`src/rtl/cfgt_pkg.sv`:
```
package cfgt_pkg;

    localparam int STATUS_DWORD = 1;
    localparam int FB2B_BIT     = 23;

    typedef enum logic [2:0] {
        CLS_NONE   = 3'd0,
        CLS_IO_RD  = 3'd1,
        CLS_IO_WR  = 3'd2,
        CLS_MEM_RD = 3'd3,
        CLS_MEM_WR = 3'd4,
        CLS_CFG_RD = 3'd5,
        CLS_CFG_WR = 3'd6
    } cmd_cls_e;

    typedef enum logic [2:0] {
        PH_IDLE,
        PH_DEC1,
        PH_DEC2,
        PH_WAIT,
        PH_XFER,
        PH_HOLD
    } phase_e;

    typedef struct packed {
        logic     hit;
        logic     claim;
        cmd_cls_e cls;
    } addr_info_t;

    function automatic cmd_cls_e classify(input logic [3:0] cmd);
        cmd_cls_e c;
        case (cmd)
            4'b0010: c = CLS_IO_RD;
            4'b0011: c = CLS_IO_WR;
            4'b0110: c = CLS_MEM_RD;
            4'b1100: c = CLS_MEM_RD;
            4'b1110: c = CLS_MEM_RD;
            4'b0111: c = CLS_MEM_WR;
            4'b1111: c = CLS_MEM_WR;
            4'b1010: c = CLS_CFG_RD;
            4'b1011: c = CLS_CFG_WR;
            default: c = CLS_NONE;
        endcase
        return c;
    endfunction

endpackage

```
`src/rtl/cfgt_addr_decode.sv`:
```
module cfgt_addr_decode
    import cfgt_pkg::*;
#(
    parameter int IDX_W = 6,
    parameter int DW    = 32
) (
    input  logic             clk,
    input  logic             rst,
    input  logic             frame_n,
    input  logic             idsel,
    input  logic [3:0]       cbe_n,
    input  logic [DW-1:0]    ad_in,
    output addr_info_t       info,
    output logic [IDX_W-1:0] idx,
    output logic             addr_strobe,
    output cmd_cls_e         cmd_cls
);

    logic     frame_q_n;
    cmd_cls_e cls_now;
    logic     ad_unused;

    assign ad_unused = ^ad_in[DW-1:IDX_W+2];

    always_ff @(posedge clk) begin
        if (rst) frame_q_n <= 1'b1;
        else     frame_q_n <= frame_n;
    end

    assign cls_now    = classify(cbe_n);
    assign info.hit   = !frame_n && frame_q_n;
    assign info.cls   = cls_now;
    assign info.claim = info.hit && idsel && (ad_in[1:0] == 2'b00) &&
                        ((cls_now == CLS_CFG_RD) || (cls_now == CLS_CFG_WR));
    assign idx        = ad_in[IDX_W+1:2];

    always_ff @(posedge clk) begin
        if (rst) begin
            addr_strobe <= 1'b0;
            cmd_cls     <= CLS_NONE;
        end else begin
            addr_strobe <= info.hit;
            if (info.hit) cmd_cls <= cls_now;
        end
    end

endmodule

```
`src/rtl/cfgt_phase_fsm.sv`:
```
module cfgt_phase_fsm
    import cfgt_pkg::*;
#(
    parameter int IDX_W = 6,
    parameter int DW    = 32
) (
    input  logic             clk,
    input  logic             rst,
    input  addr_info_t       info,
    input  logic [IDX_W-1:0] addr_idx,
    input  logic             frame_n,
    input  logic             irdy_n,
    input  logic             preload_busy,
    input  logic [DW-1:0]    rd_data,
    output logic [IDX_W-1:0] acc_idx,
    output logic             wr_en,
    output logic [DW-1:0]    ad_out,
    output logic             ad_oe,
    output logic             devsel_n,
    output logic             trdy_n,
    output logic             stop_n
);

    phase_e st;
    logic   is_wr;

    assign wr_en = (st == PH_XFER) && !irdy_n && is_wr;

    always_ff @(posedge clk) begin
        if (rst) begin
            st       <= PH_IDLE;
            is_wr    <= 1'b0;
            acc_idx  <= '0;
            ad_out   <= '0;
            ad_oe    <= 1'b0;
            devsel_n <= 1'b1;
            trdy_n   <= 1'b1;
            stop_n   <= 1'b1;
        end else begin
            case (st)
                PH_IDLE: begin
                    if (info.claim) begin
                        st      <= PH_DEC1;
                        is_wr   <= (info.cls == CLS_CFG_WR);
                        acc_idx <= addr_idx;
                    end
                end
                PH_DEC1: begin
                    st       <= PH_DEC2;
                    devsel_n <= 1'b0;
                end
                PH_DEC2: begin
                    st    <= PH_WAIT;
                    ad_oe <= !is_wr;
                end
                PH_WAIT: begin
                    if (preload_busy) begin
                        st     <= PH_HOLD;
                        stop_n <= 1'b0;
                        ad_oe  <= 1'b0;
                    end else begin
                        st     <= PH_XFER;
                        trdy_n <= 1'b0;
                        stop_n <= frame_n;
                        ad_out <= is_wr ? '0 : rd_data;
                    end
                end
                PH_XFER: begin
                    if (!irdy_n) begin
                        trdy_n <= 1'b1;
                        ad_oe  <= 1'b0;
                        ad_out <= '0;
                        if (!frame_n) begin
                            st     <= PH_HOLD;
                            stop_n <= 1'b0;
                        end else begin
                            st       <= PH_IDLE;
                            devsel_n <= 1'b1;
                            stop_n   <= 1'b1;
                        end
                    end
                end
                PH_HOLD: begin
                    if (frame_n) begin
                        st       <= PH_IDLE;
                        devsel_n <= 1'b1;
                        stop_n   <= 1'b1;
                    end
                end
                default: st <= PH_IDLE;
            endcase
        end
    end

endmodule

```
`src/rtl/cfgt_regfile.sv`:
```
module cfgt_regfile #(
    parameter int IDX_W    = 6,
    parameter int DW       = 32,
    parameter int STAT_IDX = 1,
    parameter int STAT_BIT = 23
) (
    input  logic             clk,
    input  logic             rst,
    input  logic             wr_en,
    input  logic [IDX_W-1:0] idx,
    input  logic [DW-1:0]    wr_data,
    input  logic [DW/8-1:0]  wr_ben_n,
    output logic [DW-1:0]    rd_data
);

    localparam int DEPTH = 1 << IDX_W;
    localparam int NB    = DW / 8;

    logic [DW-1:0] mem [DEPTH];
    logic [DW-1:0] cur;
    logic [DW-1:0] merged;

    assign cur = mem[idx];

    for (genvar b = 0; b < NB; b++) begin : g_lane
        assign merged[b*8 +: 8] = wr_ben_n[b] ? cur[b*8 +: 8] : wr_data[b*8 +: 8];
    end

    always_ff @(posedge clk) begin
        if (rst) begin
            for (int i = 0; i < DEPTH; i++) mem[i] <= '0;
        end else if (wr_en) begin
            mem[idx] <= merged;
        end
    end

    always_comb begin
        rd_data = cur;
        if (idx == IDX_W'(STAT_IDX)) rd_data[STAT_BIT] = 1'b1;
    end

endmodule

```
`src/rtl/cfg_target.sv`:
```
module cfg_target
    import cfgt_pkg::*;
#(
    parameter int IDX_W = 6,
    parameter int DW    = 32
) (
    input  logic          clk,
    input  logic          rst,
    input  logic          frame_n,
    input  logic          irdy_n,
    input  logic          idsel,
    input  logic [3:0]    cbe_n,
    input  logic [DW-1:0] ad_in,
    input  logic          preload_busy,
    output logic [DW-1:0] ad_out,
    output logic          ad_oe,
    output logic          devsel_n,
    output logic          trdy_n,
    output logic          stop_n,
    output logic          addr_strobe,
    output logic [2:0]    cmd_cls
);

    addr_info_t       info;
    logic [IDX_W-1:0] addr_idx;
    logic [IDX_W-1:0] acc_idx;
    logic             wr_en;
    logic [DW-1:0]    rd_data;
    cmd_cls_e         cls_q;

    assign cmd_cls = cls_q;

    cfgt_addr_decode #(.IDX_W(IDX_W), .DW(DW)) u_dec (
        .clk(clk), .rst(rst), .frame_n(frame_n), .idsel(idsel),
        .cbe_n(cbe_n), .ad_in(ad_in), .info(info), .idx(addr_idx),
        .addr_strobe(addr_strobe), .cmd_cls(cls_q)
    );

    cfgt_phase_fsm #(.IDX_W(IDX_W), .DW(DW)) u_fsm (
        .clk(clk), .rst(rst), .info(info), .addr_idx(addr_idx),
        .frame_n(frame_n), .irdy_n(irdy_n), .preload_busy(preload_busy),
        .rd_data(rd_data), .acc_idx(acc_idx), .wr_en(wr_en),
        .ad_out(ad_out), .ad_oe(ad_oe), .devsel_n(devsel_n),
        .trdy_n(trdy_n), .stop_n(stop_n)
    );

    cfgt_regfile #(.IDX_W(IDX_W), .DW(DW), .STAT_IDX(STATUS_DWORD), .STAT_BIT(FB2B_BIT)) u_rf (
        .clk(clk), .rst(rst), .wr_en(wr_en), .idx(acc_idx),
        .wr_data(ad_in), .wr_ben_n(cbe_n), .rd_data(rd_data)
    );

endmodule

```
`config.mk`:
```
export PLATFORM = sky130hd
export DESIGN_NAME = cfg_target
export DESIGN_NICKNAME = d
export VERILOG_FILES = /design/src/rtl/cfgt_pkg.sv /design/src/rtl/cfgt_addr_decode.sv /design/src/rtl/cfgt_phase_fsm.sv /design/src/rtl/cfgt_regfile.sv /design/src/rtl/cfg_target.sv
export SDC_FILE = /design/constraint.sdc
export NUM_CORES = 2
export LEC_CHECK = 0
export ABC_AREA = 1
export BUFFER_PORTS_ARGS = -buffer_cell sky130_fd_sc_hd__buf_2
export CAP_MARGIN = 10
export CORE_MARGIN = 2
export CORE_UTILIZATION = 38
export CTS_CLUSTER_DIAMETER = 200
export DETAILED_ROUTE_END_ITERATION = 10
export REMOVE_ABC_BUFFERS = 1
export SLEW_MARGIN = 25
export SYNTH_ARGS = -nofsm -noshare
export SYNTH_HDL_FRONTEND = slang
export SYNTH_SLANG_ARGS = --single-unit
```
`constraint.sdc`:
```
create_clock -name clk -period 6.9 [get_ports clk]
set_input_delay 0.345 -clock clk [delete_from_list [all_inputs] [get_ports clk]]
set_output_delay 0.345 -clock clk [all_outputs]
set_load 0.02 [all_outputs]
```
Yosys cells after proc, flatten, opt, wreduce, memory -nomap -nowiden
Memory sizes are Yosys's and may differ from the RTL's. A register that Yosys moved wholly into a read port is not among the register bits. Cells that the tools add are included.

Output and inout port bits: 40. Memories kept: 2. Logic and storage cells: 88. Bits in writable memories: 2048. Input bits: 42. Latch bits: 0. ROM bits: 48. Register bits after elaboration: 51.

Memory list: u_rf.mem (words 64, width 32, rd ports 1, clocked after Yosys merged registers in 1, write ports 64, RTL line cfgt_regfile.sv:19) `logic [DW-1:0] mem [DEPTH];`; (name not given) (words 16, width 3, rd ports 1, clocked after Yosys merged registers in 0, write ports 0, RTL line cfgt_pkg.sv:33) `case (cmd)`.

Add/sub/neg operators: 0. Muxes and demuxes: 39. Reduce and logical (&&, ||, !) cells: 23. $mul: 0. Magnitude comparators: 0. Bitwise logic cells: 0. Shift-type cells: 0. Divide/modulo/power cells: 0. Equal/unequal tests: 13.

Operators by type and width (count): 32-bit 2-to-1 mux (4); 32-bit case mux with 2 select lines (1); 8-bit 2-to-1 mux (4); 32-bit OR reduction (1); 1-bit 2-to-1 mux (18); 6-bit 2-to-1 mux (3); 3-bit case mux with 6 select lines (1); 3-bit == test, second input constant (4); 3-bit 2-to-1 mux (4); 3-bit AND reduction (4); 2-bit != test, second input constant (5); 1-bit case mux with 3 select lines (3); 3-bit nonzero test (3); 3-bit by 2-bit == test with 1-bit output, second input constant (2); 6-bit by 1-bit == test with 1-bit output, second input constant (1); 1-bit logical AND (6); 2-bit AND reduction (2); 3-bit by 1-bit == test with 1-bit output, second input constant (1); 1-bit zero test (3); 3-bit zero test (1); 2-bit zero test (1); 1-bit case mux with 2 select lines (1); 2-bit nonzero test (1); 1-bit logical OR (1).

Longest topological paths before layout
Depth in word-level cells: 8. Depth in mapped cells: 15. Depth with buffers taken out: 11.

Cells and area by module
Synthesis repeated with hierarchy kept, for this count alone.

Cell total of the unflattened synthesis: 11378. Area, all modules: 98570.8 sq um.

Modules (own cells, without submodules): cfgt_regfile (area each 96037.1 sq um, times used 1, sequential area each 61499.0 sq um, cells each 11015); cfgt_phase_fsm (area each 2220.9 sq um, times used 1, sequential area each 920.9 sq um, cells each 316); cfgt_addr_decode (area each 312.8 sq um, times used 1, sequential area each 100.1 sq um, cells each 47).

Worst setup path after synthesis
Ideal clock, no wire load.

Path kind: register -> register. Start: register u_fsm.st[0]. End: memory u_rf.mem[48][0], enable pin. Data arrival time: 2544 ps. Setup time: 389 ps. Path buffers: 1. Data required time: 6511 ps. Stages on the path, launching flop included: 13. Clock period less this slack: 2933 ps. Path slack: 3967 ps. Cell sequence: dfxtp_1 nor2_2 inv_2 nor2_2 inv_2 nor2_1 inv_2 nor3_4 nand2_1 nor2_2 nand2_1 clkbuf_1 nand2_1.

RTL lines: start, declared (RTL line cfgt_phase_fsm.sv:24) `phase_e st;`; start signal, assigned (RTL line cfgt_phase_fsm.sv:31) `st <= PH_IDLE;`; start signal, assigned (RTL line cfgt_phase_fsm.sv:43) `st <= PH_DEC1;`; start signal, assigned (RTL line cfgt_phase_fsm.sv:49) `st <= PH_DEC2;`; end, declared (RTL line cfgt_regfile.sv:19).

==> metrics.txt <==
Placer Congestion about 0.93; fraction of registers with async set/reset 0%; cell chain of the critical path nor2_2 > inv_2 > nor2_2 > inv_2 > nor2_1 > inv_2 > nor3_4 > nand4_1 > nor2_1 > inv_1 > buf_4 > nand2_1 > buf_4; CP Data Required Time around 7400 ps; most frequent cells after synthesis nand2_1, a21oi_1, edfxtp_1; unrepaired setup endpoints after global routing no; post-synthesis compound-gate area fraction roughly 11%; number of setup violations in the final report 0; largest area contributor in the synthesized netlist edfxtp_1; post-synthesis average cell area 10.0 um^2; total power divided by cell area between 200 and 300 nW/um^2; Hold Vio Cnt, Final 0; Crit path largest cell delay 770 ps; multiplexer fraction of the synthesized cell area 0%; latest clock arrival within the worst-skew pair between 800 and 900 ps; leakage component of the power between 30 and 40 nW; proportion of synthesized chip area in sequential cells 64.6%; Worst Path Max Fanout 33; worst rel slew slack between 20% and 30%; Pre-Repair DR Iteration Count 7; number of buffer and inverter instances along the worst setup path 6; classification of the worst-slack hold path in -> reg; post-placement worst setup slack ~2200 ps; # Max-Cap Violations 0; Clock Pin Slew Worst Setup and Hold Paths around 60 ps; Die ar. between 200,000 and 300,000 um^2; final routed DRC violation total 0; Primary FF master, synth edfxtp_1; critical path startpoint category flop; Final period util just over 70%; Synth Register Bits around 2,100; number of top-level pins 82; Fmax achieved around 200 MHz; half-perimeter wire length of the detailed placement result 209,000 um; proportion of layout cells with a drive suffix above 1 under 10%; global-route wire length before repair between 500,000 and 600,000 um; slew at the pin closest to its max-slew limit approximately 1100 ps; post-synthesis share of cell area spent on and, or, nand and nor gates 19.1%; XOR/XNOR Fraction of Synth Area 0%; Initial Util a little under two fifths; H-tree depth reported by CTS 4; total wire length 378,000 um; post-synthesis cell count a little under 10,000; total setup buffers inserted after CTS 0; Die Y 509 um; Peak VDD IR 0.268 mV; layout-stage area growth over the synthesis result 10.9%; Num Clock Sinks 2,105; area of the core region 254,000 um^2; overall overflow remaining after global route 0; startpoint of the lowest-slack register-to-register path u_fsm.st[0]; capture instance of the worst register-to-register path u_rf.mem[61][23]; worst-case register-to-register setup slack between 1500 and 2000 ps; endpoint class of the critical path flop; width of the die 509 um; antenna violations before repair 12; number of global-route vias before repair 74,477; Arrival @ worst endpoint 5530 ps; post-synthesis cell area just under 100,000 um^2; cell depth of the worst hold path 3; family with the most delay on the worst path simple AND/OR/NAND/NOR gates; port bufs 81; final setup TNS 0 ps; fraction of post-synthesis cell area in the top cell type by area a little under two thirds; cell count of the worst reg-to-reg path 13; clock tree root driver cell clkbuf_16; cell area after layout around 110,000 um^2; highest-delay cell along the critical path nand2_1; detail-routed net length per standard cell around 30 um; synthesis warning total 0; Layout Skew 45.5 ps; total placed instance area 100,000 um^2; number of buffers on the longest clock path 3; Row Count about 190; final-layout worst hold slack roughly 87 ps; CTS tree done; terminating pin of the worst hold path u_rf.mem[55][29]; number of fill cells in the layout 24,134; post-synthesis share of cell area spent on full adders, half adders and majority gates 0%; run status completed; worst setup slack after layout 1900 ps; category of the critical setup timing path reg -> reg; top cells by area in the synthesized netlist edfxtp_1, a21oi_1, nand3_1; maximum number of pins on one net before global-route repair between 100 and 150; origin of the worst min-delay path ad_in[29]; Slew Viols, Final 0; total via count after detailed routing roughly 80,000; Antenna Violating Nets Remaining 0; number of flops mapped to enable cells by yosys roughly 2,000; number of buffers inserted during clock tree synthesis 220; per-cell via count in the routed design 6.26; global router's overall resource usage 28.3%; net count reported at finish 9,241; distinct cell type count after synthesis 23; Period minus WS final between 4000 and 5000 ps; number of DRC violations after detailed-routing iteration 0 roughly 13,000; library cell with the highest instance count after synthesis nand2_1; Worst path most repeated cell inv_2; dominant combinational cell family by area after synthesis simple AND/OR/NAND/NOR gates
## timing repair
action	in CTS	in global routing
hold buffers	11	2
endpoints found under the hold margin	16	9
setup endpoints to repair	0	0
resized for setup	0	0
## where the power goes
group          leakage, nW  internal, W  switching [W]  total (W)
Clock                 3.40      0.00655        0.00517     0.0117
Sequential            21.6       0.0144       0.000118     0.0145
Combinational         12.6     0.000260        0.00136    0.00162
Total                 37.6       0.0212        0.00665     0.0279
## worst min-delay path, cell delays in order
cell     delay (ps)
buf_2           150
nand2_4         190
a21oi_1          90
## cell usage in the layout, fill, tap and decap left out, types with 7 or more instances in the layout
cell type / n
inv_6: 7
edfxtp_1: 2048
nor3_1: 12
clkbuf_1: 67
o21ai_0: 69
nand3_4: 32
buf_4: 208
nor2_1: 102
buf_12: 44
o22ai_1: 27
clkbuf_16: 226
nand2_4: 22
dfxtp_1: 52
a21oi_1: 2106
inv_1: 66
inv_2: 8
nand2_2: 13
dlygate4sd3_1: 13
clkinv_2: 37
nand2_1: 2103
clkinv_1: 42
bufinv_16: 12
nand3_1: 1934
clkbuf_8: 10
buf_2: 80
## per-stage QoR
stage	utilization (%)	cells	total power [W]
after floorplan	-	8625	0.0155
after global placement	39.3	12312	0.0163
after detailed placement	39.4	12317	0.0163
after CTS	42.2	12735	0.0277
after global routing	42.3	12752	0.0284
final	42.3	12755	0.0279
## cell type report
class	count	area [um^2]	share of cell area, %
flip-flops and latches	2105	62700	58.3
multi-input cells	6441	30200	28.1
diodes	5	12.5	0.0116
inverters	79	325	0.303
clock inverters	104	893	0.831
well taps	3366	4210	3.92
clock buffers	303	6040	5.63
repair buffers	352	3100	2.89
## per-layer routing
| layer | GRT usage [%] | vias to the layer above | routed length (um) |
|---|---|---|---|
| met4 | 19.8 | 8 | 29400 |
| met5 | 0 | - | 48 |
| met2 | 41.5 | 5868 | 164000 |
| li1 | - | 33683 | - |
| met1 | 36.5 | 39403 | 135000 |
| met3 | 7.27 | 919 | 49300 |
## sequential cells by signal, summed over array words and instances (netlist names), named ones only
| register | flops |
|---|---|
| u_fsm.st | 3 |
| u_dec.frame_q_n | 1 |
| u_fsm.stop_n | 1 |
| u_fsm.ad_oe | 1 |
| u_fsm.ad_out | 32 |
| u_dec.cmd_cls | 3 |
| u_fsm.acc_idx | 6 |
| u_dec.addr_strobe | 1 |
| u_fsm.devsel_n | 1 |
| u_fsm.trdy_n | 1 |
| u_rf.mem | 2048 |
| u_fsm.is_wr | 1 |
## worst max path at each step
stage,from,slack (ps),cells past startpoint,end
2_1_floorplan,flop,-54910,9,u_rf.mem[0][11]
3_3_place_gp,flop,2190,9,u_rf.mem[40][5]
3_5_place_dp,u_fsm.st[0],2210,13,u_rf.mem[50][15]
4_1_cts,flop,2200,11,u_rf.mem[3][7]
5_1_grt,u_fsm.st[0],1870,13,u_rf.mem[61][8]
6_report,u_fsm.st[0],1900,13,u_rf.mem[61][23]
## cell families (layout without fill, tap and decap cells)
kind of cell,count (synthesis),in the layout
and+or+nand+nor,4235,4235
AOI/OAI and AO/OA,2206,2206
DFF,2105,2105
buffers and inverters,1126,838
other,0,5
Power figures use the tool's default switching activity.
